[src/rtl/irqc_pkg.sv]
package irqc_pkg;

    localparam int ADDR_W = 8;
    localparam int DATA_W = 32;
    localparam int NGRP   = 3;

    localparam logic [ADDR_W-1:0] OFS_SRST = 8'h1C;
    localparam logic [ADDR_W-1:0] OFS_EOI  = 8'h94;

    typedef enum logic [1:0] {
        VIEW_RAW  = 2'd0,
        VIEW_PEND = 2'd1,
        VIEW_SET  = 2'd2,
        VIEW_CLR  = 2'd3
    } view_e;

    typedef struct packed {
        logic  hit;
        view_e view;
    } dec_t;

    // Four word registers per group, aligned on a 16-byte block.
    function automatic dec_t grp_decode(logic [ADDR_W-1:0] a, logic [ADDR_W-1:0] base);
        dec_t d;
        d.hit  = (a[ADDR_W-1:4] == base[ADDR_W-1:4]) && (a[1:0] == 2'b00);
        d.view = view_e'(a[3:2]);
        return d;
    endfunction

endpackage

[src/rtl/irqc_group.sv]
module irqc_group #(
    parameter int W = 8
) (
    input  logic         clk,
    input  logic         rst,
    input  logic         wipe,
    input  logic [W-1:0] evt,
    input  logic [W-1:0] ack,
    input  logic         set_we,
    input  logic         clr_we,
    input  logic [W-1:0] wd,
    output logic [W-1:0] raw_o,
    output logic [W-1:0] mask_o,
    output logic [W-1:0] pend_o
);

    logic [W-1:0] raw_q, mask_q;

    always_ff @(posedge clk) begin
        if (rst || wipe) begin
            raw_q  <= '0;
            mask_q <= '0;
        end else begin
            raw_q <= (raw_q & ~ack) | evt;
            if (set_we)
                mask_q <= mask_q | wd;
            else if (clr_we)
                mask_q <= mask_q & ~wd;
        end
    end

    assign raw_o  = raw_q;
    assign mask_o = mask_q;
    assign pend_o = raw_q & mask_q;


    mask_set_chk: assert property (@(posedge clk) disable iff (rst)
        (set_we && !wipe) |=> ((mask_o & $past(wd)) == $past(wd)));


    mask_clr_chk: assert property (@(posedge clk) disable iff (rst)
        (clr_we && !wipe) |=> ((mask_o & $past(wd)) == '0));


    evt_capture_chk: assert property (@(posedge clk) disable iff (rst)
        (!wipe) |=> ((raw_o & $past(evt)) == $past(evt)));


    raw_sticky_chk: assert property (@(posedge clk) disable iff (rst)
        (!wipe) |=> (($past(raw_o) & ~$past(ack) & ~raw_o) == '0));

endmodule

[src/rtl/irqc_srst.sv]
module irqc_srst #(
    parameter int CYC = 4
) (
    input  logic clk,
    input  logic rst,
    input  logic start,
    output logic busy
);

    localparam int CW = $clog2(CYC + 1);

    logic [CW-1:0] cnt_q;

    always_ff @(posedge clk) begin
        if (rst)
            cnt_q <= '0;
        else if (start)
            cnt_q <= CW'(CYC);
        else if (cnt_q != '0)
            cnt_q <= cnt_q - 1'b1;
    end

    assign busy = (cnt_q != '0);


    srst_start_chk: assert property (@(posedge clk) disable iff (rst)
        start |=> busy);


    srst_quiet_chk: assert property (@(posedge clk) disable iff (rst)
        (!busy && !start) |=> !busy);

endmodule

[src/rtl/chan_irq_ctrl.sv]
module chan_irq_ctrl
    import irqc_pkg::*;
#(
    parameter int N_CH    = 8,
    parameter int DMA_W   = 2,
    parameter int RST_CYC = 4
) (
    input  logic              clk,
    input  logic              rst,
    input  logic              reg_wr,
    input  logic [ADDR_W-1:0] reg_addr,
    input  logic [DATA_W-1:0] reg_wdata,
    output logic [DATA_W-1:0] reg_rdata,
    input  logic [N_CH-1:0]   tx_evt,
    input  logic [N_CH-1:0]   rx_evt,
    input  logic [DMA_W-1:0]  dma_evt,
    output logic              irq_out
);

    localparam int GW      [NGRP] = '{N_CH, N_CH, DMA_W};
    localparam int ACK_LSB [NGRP] = '{0, N_CH, 2 * N_CH};
    localparam logic [ADDR_W-1:0] GBASE [NGRP] = '{8'h80, 8'hA0, 8'hB0};

    logic [DATA_W-1:0] evt_g  [NGRP];
    logic [DATA_W-1:0] raw_g  [NGRP];
    logic [DATA_W-1:0] mask_g [NGRP];
    logic [DATA_W-1:0] pend_g [NGRP];
    dec_t              dec_g  [NGRP];
    logic [NGRP-1:0]   any_pend;

    logic srst_start, srst_busy, wipe, eoi_we;

    assign evt_g[0]   = DATA_W'(tx_evt);
    assign evt_g[1]   = DATA_W'(rx_evt);
    assign evt_g[2]   = DATA_W'(dma_evt);

    assign srst_start = reg_wr && (reg_addr == OFS_SRST) && reg_wdata[0];
    assign eoi_we     = reg_wr && (reg_addr == OFS_EOI);
    assign wipe       = srst_start || srst_busy;

    irqc_srst #(.CYC(RST_CYC)) u_srst (
        .clk   (clk),
        .rst   (rst),
        .start (srst_start),
        .busy  (srst_busy)
    );

    for (genvar g = 0; g < NGRP; g++) begin : g_grp
        localparam int W = GW[g];
        logic [W-1:0] raw_w, mask_w, pend_w, ack_w;

        assign dec_g[g] = grp_decode(reg_addr, GBASE[g]);
        assign ack_w    = eoi_we ? reg_wdata[ACK_LSB[g] +: W] : '0;

        irqc_group #(.W(W)) u_grp (
            .clk    (clk),
            .rst    (rst),
            .wipe   (wipe),
            .evt    (evt_g[g][W-1:0]),
            .ack    (ack_w),
            .set_we (reg_wr && dec_g[g].hit && dec_g[g].view == VIEW_SET),
            .clr_we (reg_wr && dec_g[g].hit && dec_g[g].view == VIEW_CLR),
            .wd     (reg_wdata[W-1:0]),
            .raw_o  (raw_w),
            .mask_o (mask_w),
            .pend_o (pend_w)
        );

        assign raw_g[g]    = DATA_W'(raw_w);
        assign mask_g[g]   = DATA_W'(mask_w);
        assign pend_g[g]   = DATA_W'(pend_w);
        assign any_pend[g] = |pend_w;
    end

    assign irq_out = |any_pend;

    always_comb begin
        reg_rdata = '0;
        if (reg_addr == OFS_SRST)
            reg_rdata[0] = srst_busy;
        for (int g = 0; g < NGRP; g++) begin
            if (dec_g[g].hit) begin
                unique case (dec_g[g].view)
                    VIEW_RAW:  reg_rdata = raw_g[g];
                    VIEW_PEND: reg_rdata = pend_g[g];
                    VIEW_SET,
                    VIEW_CLR:  reg_rdata = mask_g[g];
                endcase
            end
        end
    end


    srst_hold_chk: assert property (@(posedge clk) disable iff (rst)
        srst_busy |-> ((raw_g[0] | raw_g[1] | raw_g[2] |
                        mask_g[0] | mask_g[1] | mask_g[2]) == '0));


    irq_quiet_chk: assert property (@(posedge clk) disable iff (rst)
        srst_busy |-> !irq_out);

endmodule

[config.mk]
export PLATFORM = sky130hd
export DESIGN_NAME = chan_irq_ctrl
export DESIGN_NICKNAME = d
export VERILOG_FILES = /design/src/rtl/irqc_pkg.sv /design/src/rtl/irqc_group.sv /design/src/rtl/irqc_srst.sv /design/src/rtl/chan_irq_ctrl.sv
export SDC_FILE = /design/constraint.sdc
export NUM_CORES = 1
export LEC_CHECK = 0
export CAP_MARGIN = 5
export CORE_MARGIN = 1.5
export CORE_UTILIZATION = 55
export CTS_CLUSTER_SIZE = 28
export DETAILED_ROUTE_END_ITERATION = 7
export DONT_BUFFER_PORTS = 1
export MAX_ROUTING_LAYER = met4
export PLACE_DENSITY = 0.73
export SLEW_MARGIN = 20
export SYNTH_ARGS = -nofsm -noshare
export SYNTH_HDL_FRONTEND = slang
export SYNTH_HIERARCHICAL = 1
export SYNTH_SLANG_ARGS = --single-unit
export TNS_END_PERCENT = 20
[constraint.sdc]
create_clock -name clk -period 2.93 [get_ports clk]
set_clock_uncertainty 0.2 [all_clocks]
set_input_delay 0.586 -clock clk [delete_from_list [all_inputs] [get_ports clk]]
set_output_delay 0.586 -clock clk [all_outputs]
set_load 0.05 [all_outputs]
== Word level (Yosys, flattened, before mapping) ==
Cells that the tools add are included.
Widths: inputs -> output; s select.

* Bitwise operators: 20
* Reduce and logical (&&, ||, !) cells: 27
* Eq/ne operators: 8
* Muxes and demuxes: 18
* $add $sub $neg: 1

{| class="wikitable"
|+ Operator list
! cell !! count
|-
| $pmux 32 s3 || 3
|-
| $mux 32 || 3
|-
| $and 8x8->8 || 6
|-
| $mux 8 || 6
|-
| $or 8x8->8 || 4
|-
| $not 8->8 || 3
|-
| $reduce_or 18->1 || 1
|-
| $logic_and 1x1->1 || 15
|-
| $eq 4x4->1 const B || 3
|-
| $eq 8x5->1 const B || 1
|-
| $eq 8x8->1 const B || 1
|-
| $reduce_bool 2->1 || 4
|-
| $and 2x2->2 || 3
|-
| $mux 2 || 3
|-
| $mux 3 || 2
|-
| $eq 2x2->1 const B || 2
|-
| $logic_not 2->1 || 2
|-
| $not 2->2 || 2
|-
| $or 2x2->2 || 2
|-
| $reduce_or 2->1 || 2
|-
| $reduce_bool 3->1 || 1
|-
| $sub 3x1->3 const B || 1
|-
| $eq 2x1->1 const B || 1
|-
| $logic_or 1x1->1 || 2
|-
| $mux 1 || 1
|}

* Input port bits: 61
* Word-level logic and storage cells: 82
* Output and inout port bits: 33
* Register bits: 39

== Depth between registers and ports, before layout ==
Gate-level depths: netlist of the first run.

* Word-level depth: 6
* Depth in mapped cells: 9
* Mapped depth without buffers: 8

== Cells and area by module ==
Netlist of the first run, hierarchy kept.

{| class="wikitable"
|+ Modules (own cells, without submodules)
! module !! cells each !! instances !! seq. area each (um2) !! area an instance (um2)
|-
| irqc_group (g_grp[0].u_grp ...) || 77 || 2 || 320.3 || 723.2
|-
| chan_irq_ctrl || 158 || 1 || 0.0 || 1,013.5
|-
| irqc_group (g_grp[2].u_grp) || 19 || 1 || 80.1 || 183.9
|-
| irqc_srst || 18 || 1 || 60.1 || 170.2
|}

== Least setup slack after synthesis of the first run ==
No wires, ideal clock.

* Kind: input to output
* From: input port reg_addr[2]
* To: output port reg_rdata[2]
* Arrival time: 2.030 ns
* Buffers on the path: 2
* Cell stages on the path: 6
* Required time: 2.144 ns
* Setup slack: 0.114 ns
* Cell sequence: buf_6 -> clkbuf_1 -> mux2i_1 -> o21ai_0 -> mux2i_1 -> nor2_1

* Longest elaborated chain between the ends: 6
* Elaborated cells between the ends (all ways): 10
* Classes of those cells: 3 x eq/ne; 5 x mux; 2 x reduce/logical

{| class="wikitable"
|+ RTL lines
! what !! RTL line !! source
|-
| start: declaration || chan_irq_ctrl.sv:11 || <nowiki>input logic [ADDR_W-1:0] reg_addr,</nowiki>
|-
| $eq 2x2->1 || chan_irq_ctrl.sv:83 || <nowiki>unique case (dec_g[g].view)</nowiki>
|-
| $reduce_or 2->1 || chan_irq_ctrl.sv:83 ||
|-
| $pmux 32 s3 || chan_irq_ctrl.sv:83 ||
|-
| $mux 32 || chan_irq_ctrl.sv:82 || <nowiki>if (dec_g[g].hit) begin</nowiki>
|-
| $mux 32 * (2 in a row) || chan_irq_ctrl.sv:82 ||
|-
| end: declaration || chan_irq_ctrl.sv:13 || <nowiki>output logic [DATA_W-1:0] reg_rdata,</nowiki>
|}

Mark *: on every way between the ends. The rest lies on a longest branch, timed or not. The select of a mux whose other input is x is not followed.

== Final worst setup path of the first run ==
* From: register g_grp[1].u_grp.raw_q[5]
* To: output port irq_out

* Longest elaborated chain between the ends: 2

{| class="wikitable"
|+ RTL lines
! what !! RTL line !! source
|-
| start: declaration || irqc_group.sv:17 || <nowiki>logic [W-1:0] raw_q, mask_q;</nowiki>
|-
| start signal: assignment || irqc_group.sv:24 || <nowiki>raw_q <= (raw_q & ~ack) | evt;</nowiki>
|-
| $and 8x8->8 || irqc_group.sv:34 || <nowiki>assign pend_o = raw_q & mask_q;</nowiki>
|-
| via g_grp[1].pend_w[5] || chan_irq_ctrl.sv:50 || <nowiki>logic [W-1:0] raw_w, mask_w, pend_w, ack_w;</nowiki>
|-
| $reduce_or 18->1 || chan_irq_ctrl.sv:75 || <nowiki>assign irq_out = |any_pend;</nowiki>
|-
| end: declaration || chan_irq_ctrl.sv:17 || <nowiki>output logic irq_out</nowiki>
|}

The timed path passes the listed nets, and every way through them passes these cells.

==> results of run 1 <==
==> Yosys cell counts (all sizes together), types with 5 or more instances <==
| master | n | area [um^2] |
|---|---|---|
| a21bo | 18 | 180 |
| a21oi | 37 | 275 |
| and2 | 36 | 225 |
| buf | 33 | 270 |
| clkbuf | 10 | 37.5 |
| dfxtp | 39 | 781 |
| inv | 24 | 90.1 |
| mux2i | 23 | 230 |
| nand2 | 37 | 139 |
| nand2b | 18 | 113 |
| nor2 | 16 | 60.1 |
| o21ai | 16 | 80.1 |
| or2 | 5 | 33.8 |
==> where the power goes <==
part           internal [uW]  switching [uW]
logic                    166             283
registers                607            53.1
clock network            167             187
total                    940             524
==> area by class of cell <==
class	count	area, um^2
multi-input cells	266	1720
fillers	452	1940
clock buffers	7	76.3
flip-flops and latches	39	781
clock inverters	1	5.00
inverters	24	90.1
well taps	67	83.8
repair buffers	13	123
==> layout by cell type, fill, tap and decap left out, drive strengths merged, types with 16 or more instances in the layout <==
cell / instances
a21bo: 18
a21oi: 37
and2: 36
conb: 24
dfxtp: 39
inv: 24
mux2i: 23
nand2: 37
nand2b: 18
nor2: 16
o21ai: 16
==> stage by stage <==
step / instances / worst slack [ps] / area [um^2] / power (uW) / utilization, %
6_report: 417 / 87.6 / 2880 / 1460 / 59.8
5_1_grt: 417 / 35.2 / 2880 / 1560 / 59.8
4_1_cts: 417 / 63.9 / 2880 / 1480 / 59.8
3_5_place_dp: 409 / 263 / 2800 / 1120 / 58.1
3_3_place_gp: 409 / 259 / 2800 / 1110 / 58.1
2_1_floorplan: 372 / 114 / 2900 / 1130 / -
==> logic make-up (layout without fill, tap and decap cells) <==
family | after synthesis | in the layout | share of synthesized area [%]
AO/OA/AOI/OAI | 76 | 76 | 20.8
XOR/XNOR | 1 | 1 | 0.311
adder cells (fa/ha/maj) | 3 | 3 | 1.33
buffers and inverters | 67 | 45 | 14.1
flip-flops | 39 | 39 | 27.7
multiplexers | 27 | 27 | 9.92
other | 1 | 24 | 0.133
AND/OR/NAND/NOR | 135 | 135 | 25.6
==> metal layers <==
| metal | GRT usage (%) | up-vias |
|---|---|---|
| met3 | 5.69 | 4 |
| met5 | - | - |
| met1 | 28.7 | 967 |
| met2 | 36.4 | 69 |
| met4 | 7.88 | 0 |
| li1 | - | 1102 |
==> how the worst max path moves through the flow <==
stage / from / to / slack [ps] / cells past startpoint
3_3_place_gp: reg_addr[2] / reg_rdata[0] / 260 / 4
6_report: g_grp[1].u_grp/raw_o[5] / irq_out / 90 / 3
4_1_cts: g_grp[1].u_grp/raw_o[0] / reg_rdata[0] / 60 / 5
2_1_floorplan: reg_addr[2] / reg_rdata[2] / 110 / 6
3_5_place_dp: reg_addr[2] / reg_rdata[0] / 260 / 4
5_1_grt: g_grp[1].u_grp/raw_o[5] / irq_out / 40 / 3
==> timing repair <==
action,in CTS,in global routing
resized for setup,0,1
hold endpoints to repair,0,0
setup endpoints to repair,0,1
==> worst max-delay path, cell delays in order (launching register included) <==
cell	delay, ps
dfxtp_1	350
and2_1	170
or4_1	500
or4_1	750
==> qor.csv, run 1 <==
stage,metric,value,unit
die,Initial Utilization,58.4,%
route,Initial DRT Pass Iterations,5,
route,Vias,2142,
clocking,"Clk Latency, worst-skew pair",290,ps
synthesis,Synth Instances,349,
min_path,Hold/Removal Path Class,in -> reg,
route,number of remaining DRC errors,0,
sta,Hold Slack,153,ps
die,Die Y,74.5,um
run_status,status,completed,
route,met1 WL,2710,um
sta,final period utilization,97.0,%
route,vias per inst,5.14,
die,Die Footprint,5550,um^2
route,DR WL/cell,13.9,um
route,routed wire length on met2,2700,um
min_path,min-delay src,rst,
route,DR top layer,met4,
sta,Final min period,2840,ps
worst_setup_path,Reg2Reg Depth,8,
die,row count,25,
place,dpl hpwl,4190,um
cells_and_area,Area Overhead vs Synth,2.36,%
grt,vias in the first global route,1945,
clocking,Clk Tree Root Cell,clkbuf_8,
worst_setup_path,Critical Path Source Type,flop,
die,Die X,74.5,um
worst_setup_path,beginning of the worst register-to-register path,u_srst/cnt_q[0],
sta,Slew HR,52.6,%
cells_and_area,nets@finish,413,
synthesis,"FFs w/ async S/R, synth",0,%
route,Initial DRC Count,130,
run,Max Cap Viol,0,
worst_setup_path,Reg2Reg Setup Slack,760,ps
grt,GRT overflow,0,
place,Port Buffer Count,0,
synthesis,Post-Syn Area,2810,um^2
worst_setup_path,crit end category,primary output,
clocking,CTS sink cnt,39,
sta,RSZ-0062 raised after global routing,no,
clocking,CTS tree,built,
grt,GRT Total Usage,23.0,%
synthesis,Post-synth EDFFs,0,
power_and_ir_drop,peak supply drop,0.324,mV
sta,setup TNS,0,ps
synthesis,Synth Register Bits,39,
die,io pins,94,
route,Detail Route Antenna Nets,0,
grt,largest net degree at the start of global routing,39,
worst_setup_path,CP Data Required Time,2140,ps
synthesis,Cell variety after synth,43,
sta,"Slew Viols, Final",0,
route,DR WL met3,327,um
grt,global-route wire length before repair,9180,um
clocking,CTS Hold Bufs,0,
clocking,CTS Buf Count,5,
die,core footprint,4820,um^2
clocking,"CTS clk-pin slew, worst paths",80,ps
sta,Final Setup Violations,0,
grt,antenna violations before repair,0,
place,Routability Congestion,0.832,
worst_setup_path,crit path kind,reg -> out,
synthesis,Ys Warns,6,
cells_and_area,share of layout cells above drive strength 1,20.3,%
cells_and_area,n_diodes,0,
min_path,hold path endpoint,u_srst/cnt_q[2],
synthesis,"Avg Cell Area, Syn",8.06,um^2
clocking,Clock Tree Buf Depth,2,
synthesis,"Seq/Total Area, Yosys",27.7,%
worst_setup_path,CP max FO,3,
min_path,hold path cells,1,
synthesis,Post-synth top flop,dfxtp_1,
power_and_ir_drop,Lkg Pwr,0.00119,uW
clocking,Post-CTS Setup Inserts,0,
worst_setup_path,CP arrival,2060,ps
sta,Slew @ Worst Pin,709,ps
sta,Hold Fails Final Rpt,0,
power_and_ir_drop,PwrDens,508,nW/um^2
clocking,# H-tree levels,2,
route,total wire length,5780,um
sta,f_max,352,MHz
Power figures use the tool's default switching activity.
==> run 2, diff against run 1 <==
SYNTH_HIERARCHICAL = default   (was 1)
==> qor.csv, run 2 <==
stage,metric,value,unit
die,row count,22,
clocking,"CTS clk-pin slew, worst paths",70,ps
die,core footprint,3690,um^2
die,Die Footprint,4270,um^2
route,Detail Route Antenna Nets,0,
sta,Hold Fails Final Rpt,0,
synthesis,Synth Instances,229,
sta,Slew HR,52.7,%
route,Initial DRC Count,146,
die,Initial Utilization,58.0,%
power_and_ir_drop,Lkg Pwr,0.000783,uW
grt,antenna violations before repair,0,
place,Routability Congestion,0.848,
min_path,hold path endpoint,u_srst.cnt_q[2],
synthesis,Post-synth top flop,dfxtp_1,
cells_and_area,share of layout cells above drive strength 1,11.3,%
route,vias per inst,6.53,
synthesis,Cell variety after synth,40,
sta,Final min period,2750,ps
clocking,# H-tree levels,2,
cells_and_area,fillers,330,
synthesis,Post-Syn Area,2140,um^2
synthesis,top-area cell type share of the netlist area,36.5,%
synthesis,Synth top cells by count,"dfxtp_1, a21oi_1, buf_4",
power_and_ir_drop,peak supply drop,0.491,mV
grt,global-route wire length before repair,7870,um
sta,Hold Slack,147,ps
worst_setup_path,crit end category,primary output,
clocking,Clock Tree Buf Depth,2,
clocking,Clk Tree Root Cell,clkbuf_8,
die,io pins,94,
clocking,"Clk Latency, worst-skew pair",290,ps
route,Vias,1814,
run,Max Cap Viol,0,
sta,final period utilization,93.8,%
min_path,hold path cells,1,
min_path,Hold/Removal Path Class,in -> reg,
sta,RSZ-0062 raised after global routing,no,
worst_setup_path,beginning of the worst register-to-register path,u_srst.cnt_q[0],
cells_and_area,n_diodes,0,
sta,Final WS setup,182,ps
route,Initial DRT Pass Iterations,5,
synthesis,Post-synth EDFFs,0,
route,number of remaining DRC errors,0,
worst_setup_path,worst r2r dst,g_grp[1].u_grp.raw_o[3],
synthesis,top-count cell post-synth,dfxtp_1,
worst_setup_path,CP Data Required Time,2140,ps
grt,GRT Total Usage,25.3,%
sta,Final Setup Violations,0,
place,Port Buffer Count,0,
worst_setup_path,CP max FO,7,
cells_and_area,most frequent cells in the layout,"dfxtp_1, a21oi_1, conb_1",
synthesis,"Seq/Total Area, Yosys",36.5,%
clocking,CTS sink cnt,39,
place,dpl hpwl,3530,um
cells_and_area,Area Overhead vs Synth,3.74,%
die,Die Y,65.4,um
sta,f_max,364,MHz
worst_setup_path,Reg2Reg Setup Slack,930,ps
synthesis,"FFs w/ async S/R, synth",0,%
synthesis,"Avg Cell Area, Syn",9.34,um^2
route,total wire length,5050,um
grt,largest net degree at the start of global routing,26,
clocking,CTS Hold Bufs,0,
run_status,status,completed,
worst_setup_path,CP arrival,1960,ps
synthesis,biggest area consumer among synthesized cells,dfxtp_1,
synthesis,Ys Warns,0,
sta,"Slew Viols, Final",0,
synthesis,Synth Register Bits,39,
worst_setup_path,crit path kind,reg -> out,
power_and_ir_drop,PwrDens,619,nW/um^2
route,DR WL/cell,18.2,um
place,pre-CTS setup slack,363,ps
grt,vias in the first global route,1614,
worst_setup_path,Critical Path Source Type,flop,
die,Die X,65.4,um
sta,Slew @ Worst Pin,709,ps
grt,GRT overflow,0,
min_path,min-delay src,rst,
worst_setup_path,Reg2Reg Depth,5,
synthesis,Synth area leaders,"dfxtp_1, buf_4, a311oi_1, o21a_1, a21oi_1",
cells_and_area,"commonest non-fill, non-tap cell in the layout",dfxtp_1,
cells_and_area,nets@finish,293,
clocking,CTS Buf Count,5,
clocking,CTS tree,built,
[run 2: cell count changes after synthesis, sizes merged, moves of 6 or more]
cell and change:
a311oi +18, a21boi +18, nand2b -17, o21a +19, o21ai -16, nand2 -34
o221ai +13, mux2i -22, nor2 -11, a21bo -18, inv -19, a21oi -12
and2 -36, o22ai +6
[run 2: worst max-delay path by stage]
| stage | to | start | slack, ps | depth (start not counted) |
|---|---|---|---|---|
| floorplan | reg_rdata[5] | reg_addr[3] | -90 | 5 |
| global placement | reg_rdata[0] | reg_addr[6] | 380 | 4 |
| detailed placement | reg_rdata[0] | u_srst.cnt_q[0] | 360 | 7 |
| CTS | reg_rdata[0] | u_srst.cnt_q[0] | 40 | 7 |
| global route | reg_rdata[0] | u_srst.cnt_q[0] | 50 | 7 |
| finish | reg_rdata[0] | u_srst.cnt_q[0] | 180 | 7 |
[run 2: cell families after synthesis]
kind of cell | synth area share (%)
buf+inv | 13.3
mux | 0.468
simple gates | 9.30
xor+xnor | 0.409
other cells | 0.175
fa+ha+maj | 1.75
flops | 36.5
compound gates | 38.1
[run 2: power breakdown]
| part | internal (uW) | total (uW) | switching [uW] |
|---|---|---|---|
| Sequential | 606 | 668 | 61.8 |
| Combinational | 134 | 357 | 223 |
| Clock | 167 | 349 | 182 |
[run 2: per-stage QoR]
step	total power [uW]	instances	setup TNS (ps)	area [um^2]	util, %
after floorplan	1000	252	-360	2230	-
after global placement	1010	270	0	2110	57.3
after detailed placement	1020	270	0	2110	57.3
after CTS	1370	278	0	2190	59.5
after global routing	1450	278	0	2220	60.2
final	1370	278	0	2220	60.2
[run 2: repair_timing]
action                     in CTS  in global routing
setup endpoints to repair       0                  1
resized for setup               0                  4
setup buffers                   0                  0
[run 2: layer usage]
layer  wire length (um)  vias to the layer above  share of wire (%)  track usage (%)
li1                   -                      848                  -                -
met1               2170                      826                 43             31.9
met2               2140                      129                 42             37.4
met3                628                       11                 12             8.90
met4                104                        0                2.1             9.90
met5                  0                        -                  0                -
[run 2: area by class of cell]
type                       count  area, um^2  share of cell area [%]
clock inverter                 1        5.00                   0.225
clock buffer                   7        76.3                    3.44
inverter                       5        18.8                   0.846
sequential                    39         781                    35.2
timing repair buffer          10        87.6                    3.95
multi-input combinational    168        1190                    53.7
tap                           48        60.1                    2.71
[run 2: critical path, stage by stage (launching register included)]
cell	delay, ps
dfxtp_1	340
inv_1	50
ha_1	210
ha_2	260
nor4bb_4	290
nand3_1	110
nand2_1	110
o221a_4	290
==> run 3, diff against run 2 <==
CORE_MARGIN = 1   (was 1.5)
PLACE_DENSITY = 0.7   (was 0.73)
==> qor.csv, run 3 (synthesis results as in run 2) <==
stage,metric,value,unit
die,row count,22,
route,Initial DRC Count,216,
clocking,"CTS clk-pin slew, worst paths",70,ps
worst_setup_path,CP Data Required Time,2140,ps
route,total wire length,5050,um
sta,"Slew Viols, Final",0,
route,Detail Route Antenna Nets,0,
grt,met3 Usage GRT,6.61,%
clocking,# H-tree levels,2,
sta,Final min period,2710,ps
die,core footprint,3690,um^2
sta,final period utilization,92.5,%
clocking,CTS Hold Bufs,0,
cells_and_area,n_diodes,0,
die,Initial Utilization,58.0,%
die,io pins,94,
sta,Slew @ Worst Pin,712,ps
place,Port Buffer Count,0,
grt,global-route wire length before repair,8020,um
sta,setup TNS,0,ps
clocking,CTS tree,built,
sta,Hold Fails Final Rpt,0,
run_status,status,completed,
die,Die X,64.4,um
cells_and_area,share of layout cells above drive strength 1,11.0,%
clocking,CTS Buf Count,5,
cells_and_area,Area Overhead vs Synth,3.98,%
power_and_ir_drop,Lkg Pwr,0.000776,uW
worst_setup_path,crit end category,primary output,
sta,f_max,369,MHz
sta,Slew HR,52.5,%
clocking,CTS sink cnt,39,
run,Max Cap Viol,0,
grt,GRT Total Usage,26.5,%
clocking,cells resized by post-CTS repair,0,
worst_setup_path,CP arrival,1920,ps
power_and_ir_drop,PwrDens,650,nW/um^2
grt,grt peak-use layer,met2,
cells_and_area,most frequent cells in the layout,"dfxtp_1, a21oi_1, conb_1",
grt,met2 Usage GRT,37.9,%
clocking,Post-CTS Setup Inserts,0,
grt,GRT overflow,0,
power_and_ir_drop,"Power, Total",1450,uW
clocking,Clock Tree Buf Depth,2,
clocking,Clk Tree Root Cell,clkbuf_8,
grt,antenna violations before repair,0,
cells_and_area,"commonest non-fill, non-tap cell in the layout",dfxtp_1,
route,Vias,1858,
die,Die Footprint,4140,um^2
worst_setup_path,Reg2Reg Setup Slack,980,ps
clocking,"Clk Latency, worst-skew pair",290,ps
worst_setup_path,Critical Path Source Type,flop,
worst_setup_path,crit path kind,reg -> out,
place,Routability Congestion,0.903,
route,Initial DRT Pass Iterations,5,
grt,met1 usage,34.4,%
sta,RSZ-0062 raised after global routing,no,
die,Die Y,64.4,um
cells_and_area,nets@finish,292,
min_path,Hold/Removal Path Class,in -> reg,
worst_setup_path,CP max FO,7,
route,DR WL/cell,18.3,um
route,number of remaining DRC errors,0,
grt,largest net degree at the start of global routing,26,
sta,Final Setup Violations,0,
power_and_ir_drop,peak supply drop,0.468,mV
grt,vias in the first global route,1670,
place,dpl hpwl,3600,um
route,vias per inst,6.73,
[run 3: layer usage]
metal / part of all wire, % / wire length, um
met1: 42 / 2100
met2: 44 / 2200
met3: 13 / 646
met4: 2.0 / 100
met5: 0 / 0
[run 3: final timing paths]
check             startpoint                 endpoint  cells past startpoint
min reg2reg  u_srst.cnt_q[1]          u_srst.cnt_q[1]                      2
max          u_srst.cnt_q[0]             reg_rdata[0]                      7
max reg2reg  u_srst.cnt_q[0]  g_grp[1].u_grp.raw_o[5]                      5
min                      rst          u_srst.cnt_q[2]                      1
[run 3: layout make-up]
class	count	area (um^2)
clock inverters	1	30.0
inverters	5	18.8
repair buffers	9	80.1
well taps	48	60.1
flip-flops and latches	39	781
clock buffers	6	72.6
multi-input cells	168	1180
fillers	337	1460
[run 3: stage by stage]
stage	setup slack, ps	cell area (um^2)	std cells	utilization, %	hold slack (ps)
after floorplan	-86.7	2230	252	-	259
after global placement	390	2100	269	57.1	271
after detailed placement	375	2100	269	57.1	301
after CTS	73.2	2210	276	59.8	147
after global routing	33.0	2220	276	60.3	134
final	220	2220	276	60.3	156
[run 3: critical path, cell delays in order, from the launching register on]
cell      delay [ps]
dfxtp_1          340
inv_1             50
ha_1             200
ha_2             250
nor4bb_2         280
nand3_1          110
nand2_1          110
o221a_4          290
[run 3: power by group]
part | internal [uW] | switching (uW)
clock network | 249 | 170
registers | 606 | 65.4
logic | 131 | 224
total | 986 | 460
